`src/rtl/lane_steer_pkg.sv`:
```
package lane_steer_pkg;
  localparam int DATA_W = 32;
  localparam int LANE_W = 8;
  localparam int HALF_W = 16;
  localparam int LANES  = DATA_W / LANE_W;
  localparam int OFF_W  = $clog2(LANES);

  typedef enum logic [1:0] {
    SZ_BYTE = 2'b00,
    SZ_HALF = 2'b01,
    SZ_WORD = 2'b10,
    SZ_WIDE = 2'b11
  } accSize_e;

  // strobes from control to datapath
  typedef struct packed {
    logic loadReq;    // capture address, store data and lane record of an accepted request
    logic captureRd;  // move the issued read's lane record to the extraction stage
  } steerStrb_t;
endpackage

```
`src/rtl/lane_steer_ctrl.sv`:
```
module lane_steer_ctrl
  import lane_steer_pkg::*;
(
  input  logic             clk,
  input  logic             rstN,
  input  logic             reqValid,
  input  logic             reqWrite,
  input  logic [1:0]       reqSize,
  input  logic [OFF_W-1:0] reqOff,
  output logic             memReq,
  output logic             memWe,
  output logic [LANES-1:0] memBe,
  output logic             misalign,
  output logic             rdValid,
  output steerStrb_t       strb
);
  accSize_e         sizeCode;
  logic             misNow;
  logic             accept;
  logic [LANES-1:0] beNow;
  logic [LANES-1:0] byteSel;

  assign sizeCode = accSize_e'(reqSize);

  always_comb begin
    for (int i = 0; i < LANES; i++) begin
      byteSel[i] = (reqOff == OFF_W'(i));
    end
  end

  always_comb begin
    unique case (sizeCode)
      SZ_BYTE: begin
        misNow = 1'b0;
        beNow  = byteSel;
      end
      SZ_HALF: begin
        misNow = reqOff[0];
        beNow  = reqOff[1] ? {2'b11, {(LANES-2){1'b0}}} : {{(LANES-2){1'b0}}, 2'b11};
      end
      default: begin
        misNow = (reqOff != '0);
        beNow  = '1;
      end
    endcase
  end

  assign accept         = reqValid && !misNow;
  assign strb.loadReq   = accept;
  assign strb.captureRd = memReq && !memWe;

  always_ff @(posedge clk or negedge rstN) begin
    if (!rstN) begin
      memReq   <= 1'b0;
      memWe    <= 1'b0;
      memBe    <= '0;
      misalign <= 1'b0;
      rdValid  <= 1'b0;
    end else begin
      memReq   <= accept;
      memWe    <= accept && reqWrite;
      memBe    <= accept ? beNow : '0;
      misalign <= reqValid && misNow;
      rdValid  <= memReq && !memWe;
    end
  end
endmodule

```
`src/rtl/lane_steer_datapath.sv`:
```
module lane_steer_datapath
  import lane_steer_pkg::*;
#(
  parameter int ADDR_W = 32
) (
  input  logic              clk,
  input  logic              rstN,
  input  steerStrb_t        strb,
  input  logic [ADDR_W-1:0] reqAddr,
  input  logic [1:0]        reqSize,
  input  logic [DATA_W-1:0] reqWdata,
  input  logic [DATA_W-1:0] memRdata,
  output logic [ADDR_W-1:0] memAddr,
  output logic [DATA_W-1:0] memWdata,
  output logic [DATA_W-1:0] rdData
);
  localparam int BYTE_COPIES = DATA_W / LANE_W;
  localparam int HALF_COPIES = DATA_W / HALF_W;

  accSize_e         issueSize, readSize;
  logic [OFF_W-1:0] issueOff,  readOff;
  logic [DATA_W-1:0] wdataRep;
  logic [LANE_W-1:0] laneByte [LANES];

  always_comb begin
    unique case (accSize_e'(reqSize))
      SZ_BYTE: wdataRep = {BYTE_COPIES{reqWdata[LANE_W-1:0]}};
      SZ_HALF: wdataRep = {HALF_COPIES{reqWdata[HALF_W-1:0]}};
      default: wdataRep = reqWdata;
    endcase
  end

  // issue stage: follows the request presented to memory
  always_ff @(posedge clk or negedge rstN) begin
    if (!rstN) begin
      memAddr   <= '0;
      memWdata  <= '0;
      issueSize <= SZ_WORD;
      issueOff  <= '0;
    end else if (strb.loadReq) begin
      memAddr   <= {reqAddr[ADDR_W-1:OFF_W], {OFF_W{1'b0}}};
      memWdata  <= wdataRep;
      issueSize <= accSize_e'(reqSize);
      issueOff  <= reqAddr[OFF_W-1:0];
    end
  end

  // extraction stage: lane record of the read whose data is returning
  always_ff @(posedge clk or negedge rstN) begin
    if (!rstN) begin
      readSize <= SZ_WORD;
      readOff  <= '0;
    end else if (strb.captureRd) begin
      readSize <= issueSize;
      readOff  <= issueOff;
    end
  end

  for (genvar g = 0; g < LANES; g++) begin : g_lane
    assign laneByte[g] = memRdata[DATA_W-1-LANE_W*g -: LANE_W];
  end

  always_comb begin
    unique case (readSize)
      SZ_BYTE: rdData = {{(DATA_W-LANE_W){1'b0}}, laneByte[readOff]};
      SZ_HALF: rdData = readOff[1] ? {{(DATA_W-HALF_W){1'b0}}, memRdata[HALF_W-1:0]}
                                   : {{(DATA_W-HALF_W){1'b0}}, memRdata[DATA_W-1 -: HALF_W]};
      default: rdData = memRdata;
    endcase
  end
endmodule

```
`src/rtl/byte_lane_steer.sv`:
```
module byte_lane_steer
  import lane_steer_pkg::*;
#(
  parameter int ADDR_W = 32
) (
  input  logic              clk,
  input  logic              rstN,
  input  logic              reqValid,
  input  logic              reqWrite,
  input  logic [1:0]        reqSize,
  input  logic [ADDR_W-1:0] reqAddr,
  input  logic [31:0]       reqWdata,
  input  logic [31:0]       memRdata,
  output logic              memReq,
  output logic              memWe,
  output logic [ADDR_W-1:0] memAddr,
  output logic [3:0]        memBe,
  output logic [31:0]       memWdata,
  output logic              misalign,
  output logic              rdValid,
  output logic [31:0]       rdData
);
  steerStrb_t strb;

  lane_steer_ctrl u_ctrl (
    .clk      (clk),
    .rstN     (rstN),
    .reqValid (reqValid),
    .reqWrite (reqWrite),
    .reqSize  (reqSize),
    .reqOff   (reqAddr[OFF_W-1:0]),
    .memReq   (memReq),
    .memWe    (memWe),
    .memBe    (memBe),
    .misalign (misalign),
    .rdValid  (rdValid),
    .strb     (strb)
  );

  lane_steer_datapath #(.ADDR_W(ADDR_W)) u_dp (
    .clk      (clk),
    .rstN     (rstN),
    .strb     (strb),
    .reqAddr  (reqAddr),
    .reqSize  (reqSize),
    .reqWdata (reqWdata),
    .memRdata (memRdata),
    .memAddr  (memAddr),
    .memWdata (memWdata),
    .rdData   (rdData)
  );
endmodule

```
`config.mk`:
```
export PLATFORM = sky130hd
export DESIGN_NAME = byte_lane_steer
export DESIGN_NICKNAME = d
export VERILOG_FILES = /design/src/rtl/lane_steer_pkg.sv /design/src/rtl/lane_steer_ctrl.sv /design/src/rtl/lane_steer_datapath.sv /design/src/rtl/byte_lane_steer.sv
export SDC_FILE = /design/constraint.sdc
export NUM_CORES = 1
export LEC_CHECK = 0
export ABC_CLOCK_PERIOD_IN_PS = 1800
export CAP_MARGIN = 30
export CORE_MARGIN = 4
export CORE_UTILIZATION = 36
export DETAILED_ROUTE_END_ITERATION = 7
export PLACE_DENSITY_LB_ADDON = 0.12
export SETUP_SLACK_MARGIN = 0.4
export SYNTH_ARGS = -nofsm -noshare
export SYNTH_HDL_FRONTEND = slang
export SYNTH_SLANG_ARGS = --single-unit
```
`constraint.sdc`:
```
create_clock -name clk -period 1.8 [get_ports clk]
set_input_delay 0.54 -clock clk [delete_from_list [all_inputs] [get_ports clk]]
set_output_delay 0.54 -clock clk [all_outputs]
set_load 0.02 [all_outputs]
```
Word level (Yosys, flattened, before mapping). Index checks and enable logic that the tools add are counted. W data, S select, Z words.

$add $sub $neg: 0. Multipliers: 0. Div/mod/pow operators: 0. Magnitude comparators: 1. Eq/ne operators: 5. Shifts and indexed selects: 0. Mux-type cells: 10. Bitwise gates (word level): 1. Reduce and logical (&&, ||, !) cells: 10.

Operators with widths (number): $pmux W32 S2 (2); $bmux W8 S2 (1); $mux W16 (1); $mux W8 (2); $mux W4 (2); $pmux W4 S2 (1); $eq A2 B1 Y1 const B (3); $logic_not A2 Y1 (3); $eq A2 B2 Y1 const B (2); $logic_and A1 B1 Y1 (4); $ge A3 B3 Y1 const B (1); $not A2 Y3 (1); $logic_not A1 Y1 (2); $pmux W1 S2 (1); $reduce_bool A2 Y1 (1).

Register bits after elaboration: 78. Bits in latches: 0. RAM bits: 0. Bits in read-only memories: 0. Input port bits: 102. Memories: 0.

Depth between registers and ports, before layout. Gate-level depths: netlist of run 1.

Word-level depth: 5. Depth in mapped cells: 6.

By module. A second synthesis of run 1 with hierarchy kept.

Cell total of the unflattened synthesis: 326. Area total of the unflattened synthesis: 3728.6 µm².

By module, submodules not included: lane_steer_datapath (instances 1, cells an instance 297, area an instance 3384.5 µm²); lane_steer_ctrl (instances 1, cells an instance 29, area an instance 344.1 µm²).

Worst setup path after synthesis of run 1. OpenSTA, ideal clock, no wires.

Path kind: reg2out. Start: register u_dp.readSize[0]. End: output port rdData[7]. Arrival: 1.412 ns. Data required time: 1.260 ns. Slack: -0.152 ns. Stages on the path, launching flop included: 4. Cell sequence: dfrtp_1 -> or2_2 -> a21oi_1 -> o22a_1.

Longest elaborated chain between the ends: 2. Elaborated cells between the ends (all ways): 3. Those cells by class: eq/ne: 1; mux: 1; reduce/logical: 1.

Ends and longest elaborated chain: start, declared (line lane_steer_datapath.sv:20) `accSize_e issueSize, readSize;`; start signal, assigned (line lane_steer_datapath.sv:54) `readSize <= issueSize;`; $eq A2 B1 Y1 or $logic_not A2 Y1 (tied branches) (line lane_steer_datapath.sv:64) `unique case (readSize)`; $pmux W32 S2 * (line lane_steer_datapath.sv:64); end, declared (line byte_lane_steer.sv:21) `output logic [31:0] rdData`.

Every way passes the cells marked *; elsewhere a longest branch is shown, timed or not.

Worst setup path after layout of run 1.
Start: input port memRdata[12]. End: output port rdData[4].

Longest elaborated chain between the ends: 4.

Ends and longest elaborated chain: start, declared (line byte_lane_steer.sv:13) `input logic [31:0] memRdata,`; $bmux W8 S2 (line lane_steer_datapath.sv:65) `SZ_BYTE: rdData = {{(DATA_W-LANE_W){1'b0}}, laneByte[readOff]};`; $mux W8 (implied by the code) (2 in series) (line lane_steer_datapath.sv:65); $pmux W32 S2 (line lane_steer_datapath.sv:64).

Every way passes these cells. The select of a mux whose other input is x is not followed.

==> impl_metrics.toml, run 1 <==
[timing]
hold_slack_ns = 0.0889
max_freq_mhz = 442
rsz0062_at_grt = "true"
final-max-slew-violation-count = 0
fin_crit_sh = 1.26
timing.final.hold_violations = 0
period_minus_slack_ns = 2.26
clock-skew-final_ns = 0.00526
setup_viol_count_final = 32
fin_ws_ns = -0.464

[critical_path]
worstSetupPathType = "input port to output port"
timing.rr.start = "u_ctrl.memWe"
endpoint_kind = "output port"
critPathMaxFanout = 2
crit_start = "memRdata[12]"
r2r_cells = 2
start_kind = "input port"
critPathRequiredTime_ns = 1.26
arrival_ns = 1.72

[yosys]
ys.flop_type = "dfrtp_1"
synth_warnings = 0
synth-async-reset-ratio = 1.00
synth_top_area_frac = 0.487
netlist_area_um2 = 3900
post-synth-top-count-cell = "dfrtp_1"
synth_cell_types = 29
ys_ff_latch = 78
yosysTopAreaCell = "dfrtp_1"
ys_top_cells_by_area = "dfrtp_1 49%, mux2_4 15%, mux2_2 13%, mux2i_1 4.1%, and2_1 2.9%"
synthTopCellsByCount = "76 x dfrtp_1, 46 x mux2_2, 40 x mux2_4, 18 x and2_1, 16 x mux2i_1"
seq_area_frac_synth = 0.501
synthCells = 287
synth_area_per_cell_um2 = 13.6
synth-edff-count = 0

[placed_design]
place_congestion = 0.804
port_buffers = 203
dpl.hpwl_um = 9010

[clocking]
cts_buffers = 9
ctsHoldBuffers = 0
htree_levels = 3
cts-root-buf = "clkbuf_8"
cts.sink_count = 78
clk_latency_ns = 0.34
cts.path.max_buffers = 2
cts_tree = "yes"
path_clk_slew_ns = 0.09

[global_route]
grt_max_degree = 29
grt-ovfl-total = 0
grt_pass1_vias = 3638
grt_pass1_wl_um = 19700
grt_usage = 0.194
antenna_found_initial = 1

[run]
cap_violations = 0

[status]
violations = "negative setup slack"
status = "finished with violations"

[cells_and_area]
drive_gt1_frac = 0.629
syn_to_final_growth_pct = 100
finalNetCount = 692
final_core_util = 0.746

[power_and_ir_drop]
powerDensity_nw_per_um2 = 1050
ir_drop_mv = 0.510
p_leak_uw = 0.00365
total_power_uw = 8190

[worst_hold_path]
hp-class = "input port to async pin"

[detailed_routing]
antenna_left = 0
remaining_drc_errors = 0
wl_um = 13900
vias_per_cell = 4.82
firstDrtPassIters = 4
num_vias = 3526
drtIter0Drc = 123
wl_per_cell_um = 19.1

[floorplanning]
coreArea_um2 = 10500
die_area_um2 = 12600
start_util = 0.373
num_rows = 37
dieWidth_um = 112
fp.dieH_um = 112
ios = 206
## per-layer routing
metal	vias to the layer above	routed length, µm	track usage
li1	1626	-	-
met5	-	0	0
met3	26	914	0.0544
met1	1723	5900	0.251
met2	151	6830	0.323
met4	0	300	0.0481
## cell usage in the layout, fill, tap and decap left out, types with 6 or more instances in the layout
cell	instances
clkbuf_16	6
and2_4	16
mux2_2	24
nand2_1	10
dlygate4sd2_1	7
mux2i_1	10
clkdlybuf4s50_1	88
mux2_4	62
dfrtp_1	74
buf_6	121
clkbuf_8	9
buf_4	71
o21ai_0	8
buf_12	8
o22a_2	8
## worst max-delay path, cell delays in order
cell	delay (ns)
clkdlybuf4s50_1	0.53
mux2i_4	0.22
a2bb2oi_1	0.09
o22a_2	0.19
buf_4	0.16
## what timing repair did
action                     4_1_cts  5_1_grt
setup buffers                   38       23
gates resized for setup        661       36
cloned                           3        7
setup endpoints to repair      172      139
pin swaps                       10        6
## registers in the layout, indices dropped and copies added, names as in the netlist
register and count:
u_dp.memAddr 30, u_ctrl.memBe 4, u_dp.memWdata 32, u_dp.issueSize 2
u_ctrl.misalign 1, u_ctrl.rdValid 1, u_dp.issueOff 2, u_ctrl.memReq 1
u_dp.readSize 2, u_dp.readOff 2, u_ctrl.memWe 1
## cell families after synthesis
logic type      share of synthesized area
flops                               0.501
mux                                 0.328
simple gates                       0.0597
xor+xnor                          0.00674
compound gates                     0.0715
buf+inv                            0.0324
other cells                      0.000961
## final cells by class
type | count | area, µm²
Fill cell | 670 | 2650
Tap cell | 136 | 170
Clock inverter | 6 | 86.3
Clock buffer | 10 | 128
Timing Repair Buffer | 310 | 3300
Sequential cell | 78 | 1960
Inverter | 1 | 11.3
Antenna cell | 1 | 2.50
Multi-Input combinational cell | 190 | 2150
## power breakdown
part,switching [µW],internal [µW],total [µW]
registers,250,2070,2320
clock network,652,780,1430
logic,1810,2630,4430
total,2710,5480,8190
## final timing paths
path                                    end  slack [ns]
setup / recovery                  rdData[4]       -0.46
hold / removal             u_dp.memAddr[24]        0.09
setup reg to reg            u_dp.readOff[0]        0.57
hold reg to reg             u_dp.readOff[0]        0.52
max in group asynchronous  u_dp.memAddr[11]        1.18
min in group clk            u_ctrl.memBe[2]        0.50
## through the flow
stage | setup slack [ns] | cell area [µm²] | std cells | setup TNS [ns]
global route | -0.538 | 7810 | 732 | -13.51
floorplan | 0.152 | 4180 | 288 | 0
detailed placement | -0.812 | 6540 | 644 | -48.58
finish | -0.464 | 7810 | 732 | -11.38
CTS | -0.446 | 7340 | 701 | -8.90
global placement | -0.787 | 6540 | 644 | -47.99
(Power assumes the default switching activity.)
==> inputs of run 2 (changes only) <==
- CELL_PAD_IN_SITES_DETAIL_PLACEMENT: not set -> 1
- CELL_PAD_IN_SITES_GLOBAL_PLACEMENT: not set -> 1
- CORE_UTILIZATION: 36 -> 27
- REMOVE_ABC_BUFFERS: not set -> 1
==> run 2 against run 1 <==
The flow still finishes with violations (negative setup slack). Sequential cell count is the same. Die area up 31%. First-iteration DRC count fell by 26%. Register-to-register slack got worse by 0.05 ns. Cell area decreased by 2.7%. Core utilization decreased by 21 points. Non-clock buffer count is 23 lower. Clock-buffer cell count rose by 3. Global-route usage down 2.9 points.
==> impl_metrics.toml, run 2 (synthesized netlist as in run 1, its figures left out) <==
[critical_path]
start_kind = "flip-flop"
reg2reg_setup_slack_ns = 0.52
r2r_cells = 2
critPathMaxFanout = 4
arrival_ns = 1.68
endpoint_kind = "output port"
r2r-end = "u_dp.readOff[1]"
worstSetupPathType = "flip-flop to output port"
cpMaxStageDelayCell = "dfrtp_1"
critPathRequiredTime_ns = 1.26
max_stage_delay_ns = 0.43
crit_buf_inv = 2
timing.rr.start = "u_ctrl.memReq"
crit_start = "u_dp.readSize[0]"
crit_family = "compound AO/OA/AOI/OAI gates"
cp_cell_sequence = "o21bai_1 > buf_4 > a2bb2oi_2 > o22a_1 > buf_6"

[status]
status = "finished with violations"
violations = "negative setup slack"

[cells_and_area]
finalNetCount = 669
stdcell_area_um2 = 7600
syn_to_final_growth_pct = 94.7
largest_register_ffs = 32
top_register = "u_dp.memWdata"
n_antenna_cell = 0
reg_top3 = "u_dp.memWdata: 32 flops, u_dp.memAddr: 30 flops, u_ctrl.memBe: 4 flops"
final_core_util = 0.541
drive_gt1_frac = 0.598
final_common_cell = "buf_6"
final_cell_mix = "115 x buf_6, 81 x clkdlybuf4s50_1, 75 x dfrtp_1, 58 x buf_4, 45 x mux2_2"

[detailed_routing]
antenna_left = 0
firstDrtPassIters = 4
wl_per_cell_um = 18.9
num_vias = 3441
remaining_drc_errors = 0
vias_per_cell = 4.58
wl_um = 14200
drtIter0Drc = 91

[placed_design]
preCtsSetupSlack_ns = -0.815
dpl.hpwl_um = 9780
port_buffers = 203
dpl_cell_area_um2 = 6340
place_congestion = 0.804

[clocking]
cts.path.max_buffers = 2
cts_buffers = 9
cts.sink_count = 78
cts-root-buf = "clkbuf_16"
ctsHoldBuffers = 0
cts_tree = "yes"
htree_levels = 3
path_clk_slew_ns = 0.06
clk_latency_ns = 0.33

[power_and_ir_drop]
p_leak_uw = 0.00354
powerDensity_nw_per_um2 = 1090
ir_drop_mv = 0.491

[floorplanning]
dieWidth_um = 128
start_util = 0.278
coreArea_um2 = 14000
num_rows = 43
ios = 206
fp.dieH_um = 128
die_area_um2 = 16400

[timing]
period_minus_slack_ns = 2.22
fin_ws_ns = -0.420
final-max-slew-violation-count = 0
setup_viol_count_final = 32
max_freq_mhz = 450
fin_crit_sh = 1.23
timing.final.hold_violations = 0
rsz0062_at_grt = "true"
clock-skew-final_ns = 0.00386
hold_slack_ns = 0.116
tns_ns = -8.62

[global_route]
grt_pass1_wl_um = 21200
antenna_found_initial = 0
grt-ovfl-total = 0
grt_max_degree = 32
grt_usage = 0.165
grt_pass1_vias = 3855

[run]
cap_violations = 0

[worst_hold_path]
hp-class = "input port to async pin"
## run 2: changes by cell type in the layout (fill, tap and decap cells not counted), sizes merged
cell and delta:
diode -1, dlymetal6s2s +10, bufinv -1, buf -18, clkbuf -1, dlygate4sd2 -4, clkdlybuf4s50 -7, inv -1
clkinv -1
## run 2: cell type report
class / count / area, µm²
Fill cell: 1456 / 6440
Timing Repair Buffer: 287 / 3080
Multi-Input combinational cell: 190 / 2030
Sequential cell: 78 / 1960
Clock buffer: 13 / 260
Tap cell: 180 / 225
Clock inverter: 3 / 42.5
Inverter: 1 / 8.76
## run 2: stage by stage
step | std cells | total power (µW)
2_1_floorplan | 269 | 3760
3_3_place_gp | 685 | 5410
3_5_place_dp | 685 | 5460
4_1_cts | 737 | 7970
5_1_grt | 752 | 8650
6_report | 752 | 8270
## run 2: how the worst max path moves through the flow
stage / depth (start not counted) / slack [ns] / to
3_5_place_dp: 5 / -0.82 / rdData[0]
5_1_grt: 5 / -0.48 / rdData[2]
3_3_place_gp: 5 / -0.79 / rdData[0]
6_report: 5 / -0.42 / rdData[2]
4_1_cts: 5 / -0.37 / rdData[7]
2_1_floorplan: 4 / -0.59 / u_dp.memAddr[25]
## run 2: power by group
part	switching (µW)	leakage [µW]	internal, µW
Clock	718	0.000146	1150
Sequential	249	0.000927	2070
Combinational	1700	0.00247	2370
Total	2670	0.00354	5590
## run 2: what timing repair did
item | CTS | global route
setup endpoints to repair | 172 | 136
setup buffers | 30 | 14
hold endpoints to repair | 0 | 0
cloned | 6 | 1
pin swaps | 8 | 12
resized for setup | 677 | 69
## run 2: routing by layer
metal | vias to the layer above | wire, µm | track usage | share of wire
li1 | 1584 | - | - | -
met3 | 15 | 824 | 0.0467 | 0.058
met2 | 110 | 7610 | 0.296 | 0.54
met5 | - | 0 | 0 | 0
met1 | 1732 | 5580 | 0.192 | 0.39
met4 | 0 | 170 | 0.0481 | 0.012
==> inputs of run 3 (changes only) <==
- ABC_CLOCK_PERIOD_IN_PS: 1800 -> 2000
- CTS_CLUSTER_DIAMETER: not set -> 50
- MAX_ROUTING_LAYER: not set -> met4
- clock period: 1.8 -> 2 ns (I/O delays scaled with it)
==> run 3 against run 2 <==
Final cell count down 5.2%. Die area unchanged. Clock-buffer cell count down 3. Power shrank 17%. Non-clock buffer count is 38 lower. The flow still finishes with violations (negative setup slack). Sequential power down 12%. First-iteration DRC count is 19% higher. Combinational power is 24% lower. Hold slack better by 0.064 ns. Clock power shrank 7%. Register-to-register slack improved by 0.27 ns.
==> impl_metrics.toml, run 3 (synthesized netlist as in run 1, its figures left out) <==
[floorplanning]
coreArea_um2 = 14000
num_rows = 43
start_util = 0.278
die_area_um2 = 16400
fp.dieH_um = 128
dieWidth_um = 128
ios = 206

[timing]
setup_viol_count_final = 26
hold_slack_ns = 0.180
final-max-slew-violation-count = 0
fin_ws_ns = -0.212
fin_crit_sh = 1.11
rsz0062_at_grt = "true"
max_freq_mhz = 452
period_minus_slack_ns = 2.21
clock-skew-final_ns = 0.00367
timing.final.hold_violations = 0

[critical_path]
endpoint_kind = "output port"
start_kind = "flip-flop"
critPathRequiredTime_ns = 1.40
critPathMaxFanout = 4
arrival_ns = 1.61
worstSetupPathType = "flip-flop to output port"

[global_route]
grt_max_degree = 32
antenna_found_initial = 0
grt_pass1_vias = 3653
grt-ovfl-total = 0
grt_pass1_wl_um = 20200
grt_usage = 0.163

[cells_and_area]
final_common_cell = "clkdlybuf4s50_1"
final_cell_mix = "78 x clkdlybuf4s50_1, 73 x dfrtp_1, 67 x buf_2, 46 x mux2_2, 40 x mux2_4"
reg_top3 = "u_dp.memWdata: 32 flops, u_dp.memAddr: 30 flops, u_ctrl.memBe: 4 flops"
top_register = "u_dp.memWdata"
largest_register_ffs = 32
layout.cells.non_filler = 713
syn_to_final_growth_pct = 72.5
n_antenna_cell = 0
finalNetCount = 631
drive_gt1_frac = 0.557

[clocking]
clk_latency_ns = 0.33
path_clk_slew_ns = 0.06
cts-root-buf = "clkbuf_16"
cts.path.max_buffers = 2
cts.sink_count = 78
htree_levels = 3
cts_buffers = 9
cts_tree = "yes"

[worst_hold_path]
hp-class = "input port to async pin"

[run]
cap_violations = 0

[power_and_ir_drop]
powerDensity_nw_per_um2 = 1020
p_leak_uw = 0.00309
ir_drop_mv = 0.509

[detailed_routing]
drtIter0Drc = 108
remaining_drc_errors = 0
vias_per_cell = 4.58
antenna_left = 0
wl_per_cell_um = 18.8
wl_um = 13400
firstDrtPassIters = 4
num_vias = 3265

[status]
violations = "negative setup slack"
status = "finished with violations"

[placed_design]
dpl.hpwl_um = 9800
place_congestion = 0.826
placed_cells = 685
port_buffers = 203
==> run 3: layout make-up <==
class	instances	area [µm²]
Clock inverter	5	83.8
Inverter	1	8.76
Tap cell	180	225
Sequential cell	78	1960
Fill cell	1499	7310
Timing Repair Buffer	249	2210
Clock buffer	10	229
Multi-Input combinational cell	190	2010
==> run 3: report_power, final <==
part | internal (µW) | leakage [µW] | switching, µW
Clock | 1090 | 0.000145 | 648
Sequential | 1870 | 0.000925 | 168
Combinational | 1660 | 0.00202 | 1460
Total | 4610 | 0.00309 | 2270
==> run 3: critical path, stage by stage, from the launching register on <==
cell	delay (ns)
dfrtp_2	0.40
buf_6	0.15
mux2i_1	0.29
a2bb2oi_1	0.12
o22a_1	0.18
buf_6	0.13
==> run 3: what timing repair did <==
item / 4_1_cts / 5_1_grt
hold buffers: 0 / 0
resized for setup: 464 / 103
cloned: 1 / 3
pin swaps: 18 / 9
buffers inserted: 2 / 7
hold endpoints to repair: 0 / 0
endpoints found under the setup margin: 171 / 79
==> run 3: per-layer routing <==
| metal | vias up | wire (µm) | part of all wire | track usage |
|---|---|---|---|---|
| met5 | - | 0 | 0 | - |
| met4 | 0 | 180 | 0.013 | 0.0350 |
| met3 | 16 | 865 | 0.065 | 0.0550 |
| met2 | 116 | 6980 | 0.52 | 0.272 |
| met1 | 1619 | 5380 | 0.40 | 0.193 |
| li1 | 1514 | - | - | - |
==> run 3: worst paths after layout <==
kind	start	end	slack, ns	cells after the start
worst max-delay path	u_dp.readOff[1]	rdData[4]	-0.21	5
min in group clk	u_dp.memWdata[0]	u_dp.memWdata[0]	0.50	1
worst max register to register	u_ctrl.memWe	u_dp.readOff[1]	0.79	2
worst min register to register	u_dp.memWdata[0]	u_dp.memWdata[0]	0.50	1
max in group asynchronous	rstN	u_dp.memWdata[7]	1.29	2
worst min-delay path	rstN	u_dp.memWdata[23]	0.18	1
==> run 3: stage by stage <==
| step | total power (µW) | util | area [µm²] | setup TNS (ns) | setup WS [ns] |
|---|---|---|---|---|---|
| final | 6890 | 0.479 | 6730 | -3.64 | -0.212 |
| after global placement | 4870 | 0.451 | 6340 | -37.46 | -0.697 |
| after CTS | 6720 | 0.477 | 6690 | -3.88 | -0.216 |
| after global routing | 7270 | 0.479 | 6730 | -5.50 | -0.344 |
| after floorplan | 3380 | - | 3780 | -21.94 | -0.449 |
| after detailed placement | 4910 | 0.451 | 6340 | -39.05 | -0.758 |
